==> config.mk <==
export PLATFORM = sky130hd
export DESIGN_NAME = tmr_chan
export DESIGN_NICKNAME = d
export VERILOG_FILES = /design/src/rtl/tmr_chan.sv
export SDC_FILE = /design/constraint.sdc
export NUM_CORES = 1
export LEC_CHECK = 0
export ABC_AREA = 1
export BUFFER_PORTS_ARGS = -buffer_cell sky130_fd_sc_hd__buf_2
export CORE_MARGIN = 2
export CORE_UTILIZATION = 54
export DETAILED_ROUTE_END_ITERATION = 7
export GPL_TIMING_DRIVEN = 0
export PLACE_DENSITY_LB_ADDON = 0.1
export SLEW_MARGIN = 15
export SYNTH_ARGS = -nofsm -noshare
export SYNTH_HDL_FRONTEND = slang
export SYNTH_SLANG_ARGS = --single-unit
==> constraint.sdc <==
create_clock -name clk -period 1.8 [get_ports clk]
set_input_delay 0.36 -clock clk [delete_from_list [all_inputs] [get_ports clk]]
set_output_delay 0.36 -clock clk [all_outputs]
set_load 0.02 [all_outputs]
==> src/rtl/tmr_chan.sv <==
module tmr_chan #(
  parameter int CW   = 16,
  parameter int SYNC = 2
) (
  input  logic          clk,
  input  logic          rst_n,
  input  logic [CW-1:0] cnt_i,
  input  logic          wrap_i,
  input  logic          center_i,
  input  logic          wr_val_i,
  input  logic [CW-1:0] wdata_i,
  input  logic          wr_cfg_i,
  input  logic [4:0]    cfg_i,
  input  logic          flag_clr_i,
  input  logic          pin_i,
  output logic          pin_o,
  output logic          pin_oe_o,
  output logic          flag_o,
  output logic          irq_o,
  output logic [CW-1:0] val_o
);

  logic [SYNC-1:0] sync_q;
  logic            prev_q;
  logic [1:0]      mode_q, sel_q;
  logic            ie_q;
  logic [CW-1:0]   val_q, act_q;
  logic            pin_q, flag_q;

  wire pin_s   = sync_q[SYNC-1];
  wire is_cap  = !center_i && (mode_q == 2'b00);
  wire is_cmp  = !center_i && (mode_q == 2'b01);
  wire is_pwm  = center_i || mode_q[1];
  wire rise    = pin_s & ~prev_q;
  wire fall    = ~pin_s & prev_q;
  wire cap_evt = is_cap && ((sel_q[0] && rise) || (sel_q[1] && fall));
  wire cmp_hit = is_cmp && (cnt_i == val_q);
  wire pwm_hit = is_pwm && (cnt_i == act_q);
  wire evt     = cap_evt | cmp_hit | pwm_hit;
  wire pwm_lvl = (cnt_i < act_q) ^ sel_q[0];

  always_ff @(posedge clk or negedge rst_n) begin
    if (!rst_n) begin
      sync_q <= '0;
      prev_q <= 1'b0;
      mode_q <= 2'b00;
      sel_q  <= 2'b00;
      ie_q   <= 1'b0;
      val_q  <= '0;
      act_q  <= '0;
      pin_q  <= 1'b0;
      flag_q <= 1'b0;
    end else begin
      sync_q <= {sync_q[SYNC-2:0], pin_i};
      prev_q <= pin_s;
      if (wr_cfg_i) {ie_q, sel_q, mode_q} <= cfg_i;
      if (cap_evt)       val_q <= cnt_i;
      else if (wr_val_i) val_q <= wdata_i;
      if (!is_pwm || wrap_i) act_q <= val_q;
      if (is_pwm) pin_q <= pwm_lvl;
      else if (cmp_hit) begin
        case (sel_q)
          2'b01:   pin_q <= 1'b0;
          2'b10:   pin_q <= 1'b1;
          2'b11:   pin_q <= ~pin_q;
          default: pin_q <= pin_q;
        endcase
      end
      if (evt)             flag_q <= 1'b1;
      else if (flag_clr_i) flag_q <= 1'b0;
    end
  end

  assign pin_o    = pin_q;
  assign pin_oe_o = !is_cap;
  assign flag_o   = flag_q;
  assign irq_o    = flag_q & ie_q;
  assign val_o    = val_q;

endmodule

# Yosys cells after proc, flatten, opt, wreduce, memory -nomap -nowiden

Cells that the tools add are included.

Memories kept: 0
Input port bits: 45
Memory bits (writable): 0
Memory bits (read-only): 0
Bits in registers: 42
Word-level logic and storage cells: 51
Output and inout port bits: 20
Latch bits: 0

Equal/unequal tests: 6
Bitwise operators: 9
Reduce and logical (&&, ||, !) cells: 19
Add/subtract/negate cells: 0
Divide/modulo/power cells: 0
Multipliers: 0
Mux-type cells: 7
Order comparisons: 1
Shift operators: 0

Operators with widths:

| kind               | count |
|---|---|
| $eq 16x16->1       | 2 |
| $mux 16            | 2 |
| $lt 16x16->1       | 1 |
| $logic_and 1x1->1  | 7 |
| $reduce_bool 2->1  | 3 |
| $eq 2x1->1 const B | 2 |
| $eq 2x2->1 const B | 2 |
| $mux 1             | 4 |
| $reduce_bool 4->1  | 1 |
| $and 1x1->1        | 3 |
| $logic_not 1->1    | 3 |
| $logic_or 1x1->1   | 3 |
| $not 1->1          | 3 |
| $pmux 1 s3         | 1 |
| $logic_not 2->1    | 1 |
| $or 1x1->1         | 2 |
| $reduce_and 2->1   | 1 |
| $xor 1x1->1        | 1 |

# Longest topological paths before layout

Gate-level depths: netlist of run 1.

Depth in word-level cells: 8
Depth in mapped cells: 15
Depth with buffers taken out: 15

# Least setup slack after synthesis of run 1

Ideal clock, no wire load.

Path type: register -> register
From: reg mode_q[1]
To: reg val_q[10] (netlist: val_o[10])
Arrival: 1.302 ns
Slack: 0.369 ns
Clock period less this slack: 1.431 ns
Cell stages (with the launch flop): 9
Path buffers: 1
Cell sequence: dfrtp_1 or2_4 nor2_4 inv_2 nor2_4 nand2_4 nand2_8 buf_12 o221ai_2

Longest elaborated chain between the ends: 4
Elaborated cells between the ends (all ways): 5
Classes of those cells: mux (1); reduce/logical (4)

Ends and longest elaborated chain:

| item                                                | RTL line | source |
|---|---|---|
| start, declared                                     | 25       | `logic [1:0] mode_q, sel_q;` |
| start signal, assigned                              | 56       | `if (wr_cfg_i) {ie_q, sel_q, mode_q} <= cfg_i;` |
| $logic_not 2->1 (*)                                 | 31       | `wire is_cap = !center_i && (mode_q == 2'b00);` |
| $logic_and 1x1->1 (*)                               | 31       |  |
| $logic_and 1x1->1 (*)                               | 36       | `wire cap_evt = is_cap && ((sel_q[0] && rise) \|\| (sel_q[1] && fall));` |
| $mux 16 / $reduce_bool 2->1 (equally long branches) | --       |  |
| end signal, assigned                                | 57       | `if (cap_evt) val_q <= cnt_i;` |
| end signal, assigned                                | 58       | `else if (wr_val_i) val_q <= wdata_i;` |
| end, declared                                       | 27       | `logic [CW-1:0] val_q, act_q;` |

Mark *: on every way between the ends. The rest lies on a longest branch, timed or not.
A chain may end at the register's enable or synchronous reset.

# Worst setup path in the final report of run 1

From: reg mode_q[1]
To: out pin_oe_o

Longest elaborated chain between the ends: 3

Ends and longest elaborated chain:

| item              | RTL line | source |
|---|---|---|
| $logic_not 2->1   | 31       |  |
| $logic_and 1x1->1 | 31       |  |
| $logic_not 1->1   | 75       | `assign pin_oe_o = !is_cap;` |
| end, declared     | 17       | `output logic pin_oe_o,` |

Every way passes these cells.

==> results of run 1 <==
layout by cell type (no fill, tap or decap), types with 6 or more instances in the layout:
cell type | netlist | final
sky130_fd_sc_hd__nor2_1 | 20 | 20
sky130_fd_sc_hd__buf_2 | 5 | 67
sky130_fd_sc_hd__o21ai_0 | 13 | 13
sky130_fd_sc_hd__ha_1 | 16 | 16
sky130_fd_sc_hd__nand3_1 | 15 | 15
sky130_fd_sc_hd__o21ai_1 | 6 | 6
sky130_fd_sc_hd__inv_1 | 59 | 59
sky130_fd_sc_hd__nand2_1 | 88 | 88
sky130_fd_sc_hd__a21oi_1 | 11 | 11
sky130_fd_sc_hd__dfrtp_1 | 42 | 42
sky130_fd_sc_hd__o221ai_2 | 16 | 16
sky130_fd_sc_hd__nand3_2 | 6 | 6
per-stage QoR:
stage / std cells / power (mW) / setup slack (ps)
after floorplan: 319 / 1.67 / 369
after global placement: 448 / 1.89 / 108
after detailed placement: 448 / 1.91 / 82.5
after CTS: 455 / 2.49 / 175
after global routing: 455 / 2.64 / 58.6
final: 455 / 2.47 / 183
registers in the layout, indices dropped and copies added, names as in the netlist:
| signal | cells |
|---|---|
| sel_q | 2 |
| flag_o | 1 |
| val_o | 16 |
| act_q | 16 |
| mode_q | 2 |
| sync_q | 2 |
| pin_o | 1 |
| prev_q | 1 |
| ie_q | 1 |
cell families after synthesis:
| group | after synthesis | share of synthesized area, % |
|---|---|---|
| AOI/OAI and AO/OA | 49 | 16.0 |
| xor gates and xnor gates | 1 | 0.331 |
| adders and majority gates | 16 | 7.56 |
| buffers and inverters | 72 | 12.1 |
| DFF | 42 | 39.7 |
| muxes | 2 | 0.851 |
| and+or+nand+nor | 137 | 23.5 |
worst max-delay path, stage by stage (launching register included):
cell and delay [ps]:
sky130_fd_sc_hd__dfrtp_1 380, sky130_fd_sc_hd__or2_4 290, sky130_fd_sc_hd__nor2_4 90, sky130_fd_sc_hd__inv_2 50, sky130_fd_sc_hd__buf_2 150
power groups by stage:
stage	combinational (mW)	clock [mW]	sequential [mW]
finish	0.753	0.581	1.14
global route	0.859	0.631	1.15
CTS	0.762	0.589	1.14
detailed placement	0.756	0	1.16
global placement	0.737	0	1.15
floorplan	0.461	0	1.21
layer usage:
layer  vias to the layer above  share of wire [%]  GRT usage [%]
met2                        61                 46           35.6
met4                         0               0.99           5.45
met5                         -                  0              0
li1                       1159                  -              -
met1                      1015                 47           32.7
met3                         7                5.7           4.47
cell type report:
cell class	instances	area, µm²
repair buffers	62	310
inverters	61	229
plain buffers	11	90.1
flip-flops and latches	42	1050
well taps	67	83.8
fillers	424	1610
multi-input cells	205	1280
clock buffers	7	76.3
path summary, 6_finish.rpt:
check	from	endpoint	slack, ps	depth (start not counted)
worst max register to register	act_q[9]	pin_o	190	12
worst max-delay path	mode_q[1]	pin_oe_o	180	4
max in group asynchronous	rst_n	sync_q[1]	990	1
worst min register to register	sync_q[0]	sync_q[1]	360	0
min in group asynchronous	rst_n	val_o[9]	220	1
worst min-delay path	pin_i	sync_q[0]	170	1
==> metrics.log, run 1 <==
INFO  metric run_status = finished, final reports clean
INFO  metric post_synth_most_frequent_cells = sky130_fd_sc_hd__nand2_1 (88), sky130_fd_sc_hd__inv_1 (59), sky130_fd_sc_hd__dfrtp_1 (42)
INFO  metric synth-edff-count = 0
INFO  metric detail_route.first_pass.iterations = 4
INFO  metric clock_power_share = 23.5%
INFO  metric postSynth.asyncResetShare = 100%
INFO  metric setup.worst_path.end_class = output port
INFO  metric cts.repair_timing.setup_buffer_count = 0
INFO  metric hold_violations = 0
INFO  metric yosys.cell_count.top_type = sky130_fd_sc_hd__nand2_1
INFO  metric overall_overflow_remaining_after_global_route = 0
INFO  metric cts-buffers-inserted = 5
INFO  metric post-route-min-period = 1620 ps
INFO  metric power.switching_fraction = 34.3%
INFO  metric startpoint_type = flip-flop
INFO  metric drive_gt1_share = 28.1%
INFO  metric timing_worst_slew_pin_value = 958 ps
INFO  metric synthesis.instances = 319
INFO  metric antenna-diode-count = 0
INFO  metric post_cts_resize_count = 0
INFO  metric num_rows = 25
INFO  metric drt_iter0_drc = 135
INFO  metric yosys.area.top_type_share = 39.7%
INFO  metric synthDistinctLibCells = 28
INFO  metric worstPathArrival = 1260 ps
INFO  metric ios = 65
INFO  metric worst_setup_hold_path_clk_slew = 80 ps
INFO  metric initial_utilization = 56.0%
INFO  metric worstPathMaxFanout = 5
INFO  metric sequentialPowerShare = 46.0%
INFO  metric final_weighted_congestion_in_routability_driven_placement = 0.775
INFO  metric core_area = 4720 µm²
INFO  metric grt_start_max_net_pins = 43
INFO  metric die_w = 74.0 µm
INFO  metric placement.cell_area = 3040 µm²
INFO  metric rsz0062_at_grt = no
INFO  metric insertion_delay = 290 ps
INFO  metric setup-tns-final = 0 ps
INFO  metric dp_hpwl = 4330 µm
INFO  metric synthesis.area_per_instance = 8.30 µm²
INFO  metric setup-violations-final = 0
INFO  metric p_leak = 1.70 nW
INFO  metric irDropWorstVdd = 0.400 mV
INFO  metric fin_crit_sh = 89.8%
INFO  metric timing_max_transition_violations_final = 0
INFO  metric globalRouteTotalUtil = 22.7%
INFO  metric postSynthNetCount = 380
INFO  metric post_synth_main_area_contributors = sky130_fd_sc_hd__dfrtp_1 (40%), sky130_fd_sc_hd__nand2_1 (12%), sky130_fd_sc_hd__o221ai_2 (9.1%)
INFO  metric io_buffers = 62
INFO  metric synth_ff_type = sky130_fd_sc_hd__dfrtp_1
INFO  metric grt_first_pass_wirelength = 9400 µm
INFO  metric clkSinkCount = 42
INFO  metric routed_wl_per_cell = 12.7 µm
INFO  metric finalNetCount = 449
INFO  metric timing.max_slew.rel_slack = 36.1%
INFO  metric vias_per_cell = 4.93
INFO  metric synth_warnings = 0
INFO  metric area.growth.synth_to_final = 17.8%
INFO  metric cts_buffer_depth = 2
INFO  metric grt_antenna_before_repair = 0
INFO  metric achievable-frequency = 0.618 GHz
INFO  metric detail_route.drc_violations = 0
INFO  metric power.switching = 847 µW
INFO  metric cts_tree = built
INFO  metric setup_clock_skew_after_layout = 3.01 ps
INFO  metric worst_hold_slack = 170 ps
INFO  metric pwr-share-comb = 30.5%
INFO  metric route.vias.total = 2242
INFO  metric max-cap-violations = 0
INFO  metric synth.largest_area_cell = sky130_fd_sc_hd__dfrtp_1
INFO  metric grt_pass1_vias = 1997
INFO  metric die_h = 74.0 µm
INFO  metric drtAntennaViolNets = 0
INFO  metric power_density_cells = 794 nW/µm²
INFO  metric path_class = flip-flop to output port
INFO  metric htree_levels = 2
INFO  metric syn_area = 2650 µm²
INFO  metric power_report.internal_total = 1.63 mW
INFO  metric number_of_hold_repair_buffers_added_at_the_cts_stage = 0
INFO  metric cell_at_the_root_of_the_clock_tree = sky130_fd_sc_hd__clkbuf_8
INFO  metric post-route-util = 66.0%
INFO  metric postLayoutCellArea = 3120 µm²
INFO  metric worstPathRequired = 1440 ps
INFO  metric drt-total-wl = 5770 µm
INFO  metric ys_seq_area_share = 39.7%
INFO  metric ff_latch_count_synth = 42
INFO  metric class_of_the_worst_hold_path = primary input to flip-flop
INFO  metric design.die.area = 5480 µm²
Power figures use the tool's default switching activity.
==> run 2: changes to the inputs <==
--- a/config.mk
+++ b/config.mk
@@ -10,8 +10,8 @@
 export CORE_MARGIN = 2
 export CORE_UTILIZATION = 54
 export DETAILED_ROUTE_END_ITERATION = 7
-export GPL_TIMING_DRIVEN = 0
 export PLACE_DENSITY_LB_ADDON = 0.1
+export RECOVER_POWER = 100
 export SLEW_MARGIN = 15
 export SYNTH_ARGS = -nofsm -noshare
 export SYNTH_HDL_FRONTEND = slang
==> run 2 against run 1 <==
Compared with the run above:
- sequential share of layout area grew 1.2 points
- largest power group unchanged
- clock skew is essentially flat
- fmax shrank 1.9%
- register-to-register slack is essentially flat
- critical path depth is the same
==> metrics.log, run 2 (synthesis gave the netlist of run 1 again) <==
INFO  metric setup-violations-final = 0 (unchanged)
INFO  metric post_cts_resize_count = 0 (unchanged)
INFO  metric clkSinkCount = 42 (unchanged)
INFO  metric die_h = 74.0 µm (unchanged)
INFO  metric clock_power_share = 25.9% (was 23.5%)
INFO  metric run_status = finished, final reports clean (unchanged)
INFO  metric dp_hpwl = 3990 µm (was 4330 µm)
INFO  metric route.vias.total = 2196 (was 2242)
INFO  metric top_library_cells_by_usage_in_the_layout_fill_and_taps_aside = sky130_fd_sc_hd__nand2_1 (88), sky130_fd_sc_hd__inv_1 (60), sky130_fd_sc_hd__buf_2 (44) (was sky130_fd_sc_hd__nand2_1 (88), sky130_fd_sc_hd__buf_2 (67), sky130_fd_sc_hd__inv_1 (59))
INFO  metric number_of_hold_repair_buffers_added_at_the_cts_stage = 0 (unchanged)
INFO  metric setup_clock_skew_after_layout = 2.75 ps (was 3.01 ps)
INFO  metric setup-tns-final = 0 ps (unchanged)
INFO  metric slack_of_the_worst_reg_to_reg_path = 180 ps (was 190 ps)
INFO  metric total_power = 2.47 mW (about the same)
INFO  metric hold_violations = 0 (unchanged)
INFO  metric insertion_delay = 290 ps (about the same)
INFO  metric mostFrequentLayoutCell = sky130_fd_sc_hd__nand2_1 (unchanged)
INFO  metric cts.repair_timing.setup_buffer_count = 0 (unchanged)
INFO  metric timing_worst_slew_pin_value = 1050 ps (was 958 ps)
INFO  metric drive_gt1_share = 19.7% (was 28.1%)
INFO  metric achievable-frequency = 0.606 GHz (was 0.618 GHz)
INFO  metric core_area = 4720 µm² (unchanged)
INFO  metric worstPathMaxFanout = 5 (unchanged)
INFO  metric cp.depth = 4 (unchanged)
INFO  metric path_class = flip-flop to output port (unchanged)
INFO  metric worst_r2r_path_depth = 7 (was 12)
INFO  metric grt_antenna_before_repair = 0 (unchanged)
INFO  metric io_buffers = 64 (was 62)
INFO  metric grt_first_pass_wirelength = 8780 µm (was 9400 µm)
INFO  metric irDropWorstVdd = 0.501 mV (was 0.400 mV)
INFO  metric hold-path-cell-count = 1 (unchanged)
INFO  metric timing.max_slew.rel_slack = 30.1% (was 36.1%)
INFO  metric timing_max_transition_violations_final = 0 (unchanged)
INFO  metric pwr-share-comb = 28.0% (was 30.5%)
INFO  metric initial_utilization = 56.0% (unchanged)
INFO  metric worstPathArrival = 1290 ps (was 1260 ps)
INFO  metric fin_crit_sh = 91.6% (was 89.8%)
INFO  metric cpLargestDelayFamily = simple AND/OR/NAND/NOR gates (was flip-flops)
INFO  metric worst_hold_slack = 165 ps (was 170 ps)
INFO  metric ios = 65 (unchanged)
INFO  metric vias_per_cell = 4.86 (was 4.93)
INFO  metric area.growth.synth_to_final = 13.9% (was 17.8%)
INFO  metric drt-total-wl = 5350 µm (was 5770 µm)
INFO  metric overall_overflow_remaining_after_global_route = 0 (unchanged)
INFO  metric placement.cell_area = 3040 µm² (about the same)
INFO  metric max-cap-violations = 0 (unchanged)
INFO  metric cts_tree = built (unchanged)
INFO  metric cts_buffer_depth = 2 (unchanged)
INFO  metric post-route-min-period = 1650 ps (was 1620 ps)
INFO  metric timing.hold.worst.start = pin_i (unchanged)
INFO  metric grt_start_max_net_pins = 43 (unchanged)
INFO  metric detail_route.first_pass.iterations = 4 (unchanged)
INFO  metric startpoint_type = flip-flop (unchanged)
INFO  metric final_weighted_congestion_in_routability_driven_placement = 0.777 (was 0.775)
INFO  metric p_leak = 1.64 nW (was 1.70 nW)
INFO  metric worst_setup_hold_path_clk_slew = 80 ps (about the same)
INFO  metric class_of_the_worst_hold_path = primary input to flip-flop (unchanged)
INFO  metric grt_pass1_vias = 1989 (was 1997)
INFO  metric power.switching_fraction = 33.7% (was 34.3%)
INFO  metric routed_wl_per_cell = 11.8 µm (was 12.7 µm)
INFO  metric end_of_the_worst_hold_path = sync_q[0] (unchanged)
INFO  metric globalRouteTotalUtil = 20.7% (was 22.7%)
INFO  metric worstPathRequired = 1440 ps (about the same)
INFO  metric rr_endpoint = val_o[2] (was pin_o)
INFO  metric cell_at_the_root_of_the_clock_tree = sky130_fd_sc_hd__clkbuf_8 (unchanged)
INFO  metric design.die.area = 5480 µm² (unchanged)
INFO  metric rsz0062_at_grt = no (unchanged)
INFO  metric num_rows = 25 (unchanged)
INFO  metric postLayoutCellArea = 3010 µm² (was 3120 µm²)
INFO  metric crit_path_max_incr_delay = 380 ps (about the same)
INFO  metric htree_levels = 2 (unchanged)
INFO  metric worstReg2RegStart = mode_q[1] (was act_q[9])
INFO  metric detail_route.drc_violations = 0 (unchanged)
INFO  metric finalNetCount = 445 (was 449)
INFO  metric cts-buffers-inserted = 5 (unchanged)
INFO  metric sequentialPowerShare = 46.1% (was 46.0%)
INFO  metric antenna-diode-count = 0 (unchanged)
INFO  metric power_density_cells = 819 nW/µm² (was 794 nW/µm²)
INFO  metric power_report.internal_total = 1.64 mW (was 1.63 mW)
INFO  metric drt_iter0_drc = 76 (was 135)
INFO  metric power.switching = 832 µW (was 847 µW)
INFO  metric cp_cell_sequence = or2_4, nor2_1, inv_2, clkbuf_2 (was or2_4, nor2_4, inv_2, buf_2)
INFO  metric slowest_stage = sky130_fd_sc_hd__dfrtp_1 (unchanged)
INFO  metric drtAntennaViolNets = 0 (unchanged)
INFO  metric worstPathBufferInverterCount = 2 (unchanged)
INFO  metric die_w = 74.0 µm (unchanged)
INFO  metric setup.worst_path.end_class = output port (unchanged)
[run 2: cell count changes in the layout (fill, tap and decap cells not counted), sizes merged]
cell | before | now
buf | 72 | 47
clkbuf | 8 | 29
clkinv | 0 | 1
[run 2: power groups by stage]
| stage | Combinational, mW | Sequential (mW) | Clock [mW] |
|---|---|---|---|
| floorplan | 0.461 | 1.21 | 0 |
| global placement | 0.735 | 1.15 | 0 |
| detailed placement | 0.745 | 1.16 | 0 |
| CTS | 0.749 | 1.14 | 0.657 |
| global route | 0.794 | 1.16 | 0.698 |
| finish | 0.692 | 1.14 | 0.638 |
[run 2: per-stage QoR]
step | cells | setup slack, ps | util, %
2_1_floorplan | 319 | 369 | -
3_3_place_gp | 444 | 141 | 64.3
3_5_place_dp | 444 | 125 | 64.3
4_1_cts | 452 | 173 | 66.2
5_1_grt | 452 | 64.4 | 63.8
6_report | 452 | 151 | 63.8
[run 2: cell type report]
cell class	count	area, µm²
fillers	424	1710
multi-input cells	205	1190
flip-flops and latches	42	1050
repair buffers	69	367
inverters	61	229
clock buffers	7	86.3
well taps	67	83.8
clock inverters	1	5.00
[run 2: how the worst max path moves through the flow]
| stage | slack [ps] | start | endpoint |
|---|---|---|---|
| floorplan | 370 | mode_q[1] | val_o[10] |
| global placement | 140 | cnt_i[13] | pin_o |
| detailed placement | 130 | cnt_i[15] | pin_o |
| CTS | 170 | mode_q[1] | pin_oe_o |
| global route | 60 | mode_q[1] | val_o[2] |
| finish | 150 | mode_q[1] | pin_oe_o |
[run 2: worst reg2reg max path, cell delays in order, from the launching register on]
cell and delay [ps]:
sky130_fd_sc_hd__dfrtp_1 380, sky130_fd_sc_hd__or2_4 280, sky130_fd_sc_hd__nor2_1 120, sky130_fd_sc_hd__inv_2 60, sky130_fd_sc_hd__nor2_4 90, sky130_fd_sc_hd__nand2_4 140
sky130_fd_sc_hd__nand2_4 250, sky130_fd_sc_hd__o221ai_1 160
[run 2: per-layer routing]
metal	wire, µm	vias to the layer above	global-route usage [%]
li1	-	1151	-
met1	2650	980	29.7
met2	2350	58	31.4
met3	296	7	4.61
met4	60	0	6.67
met5	0	-	0
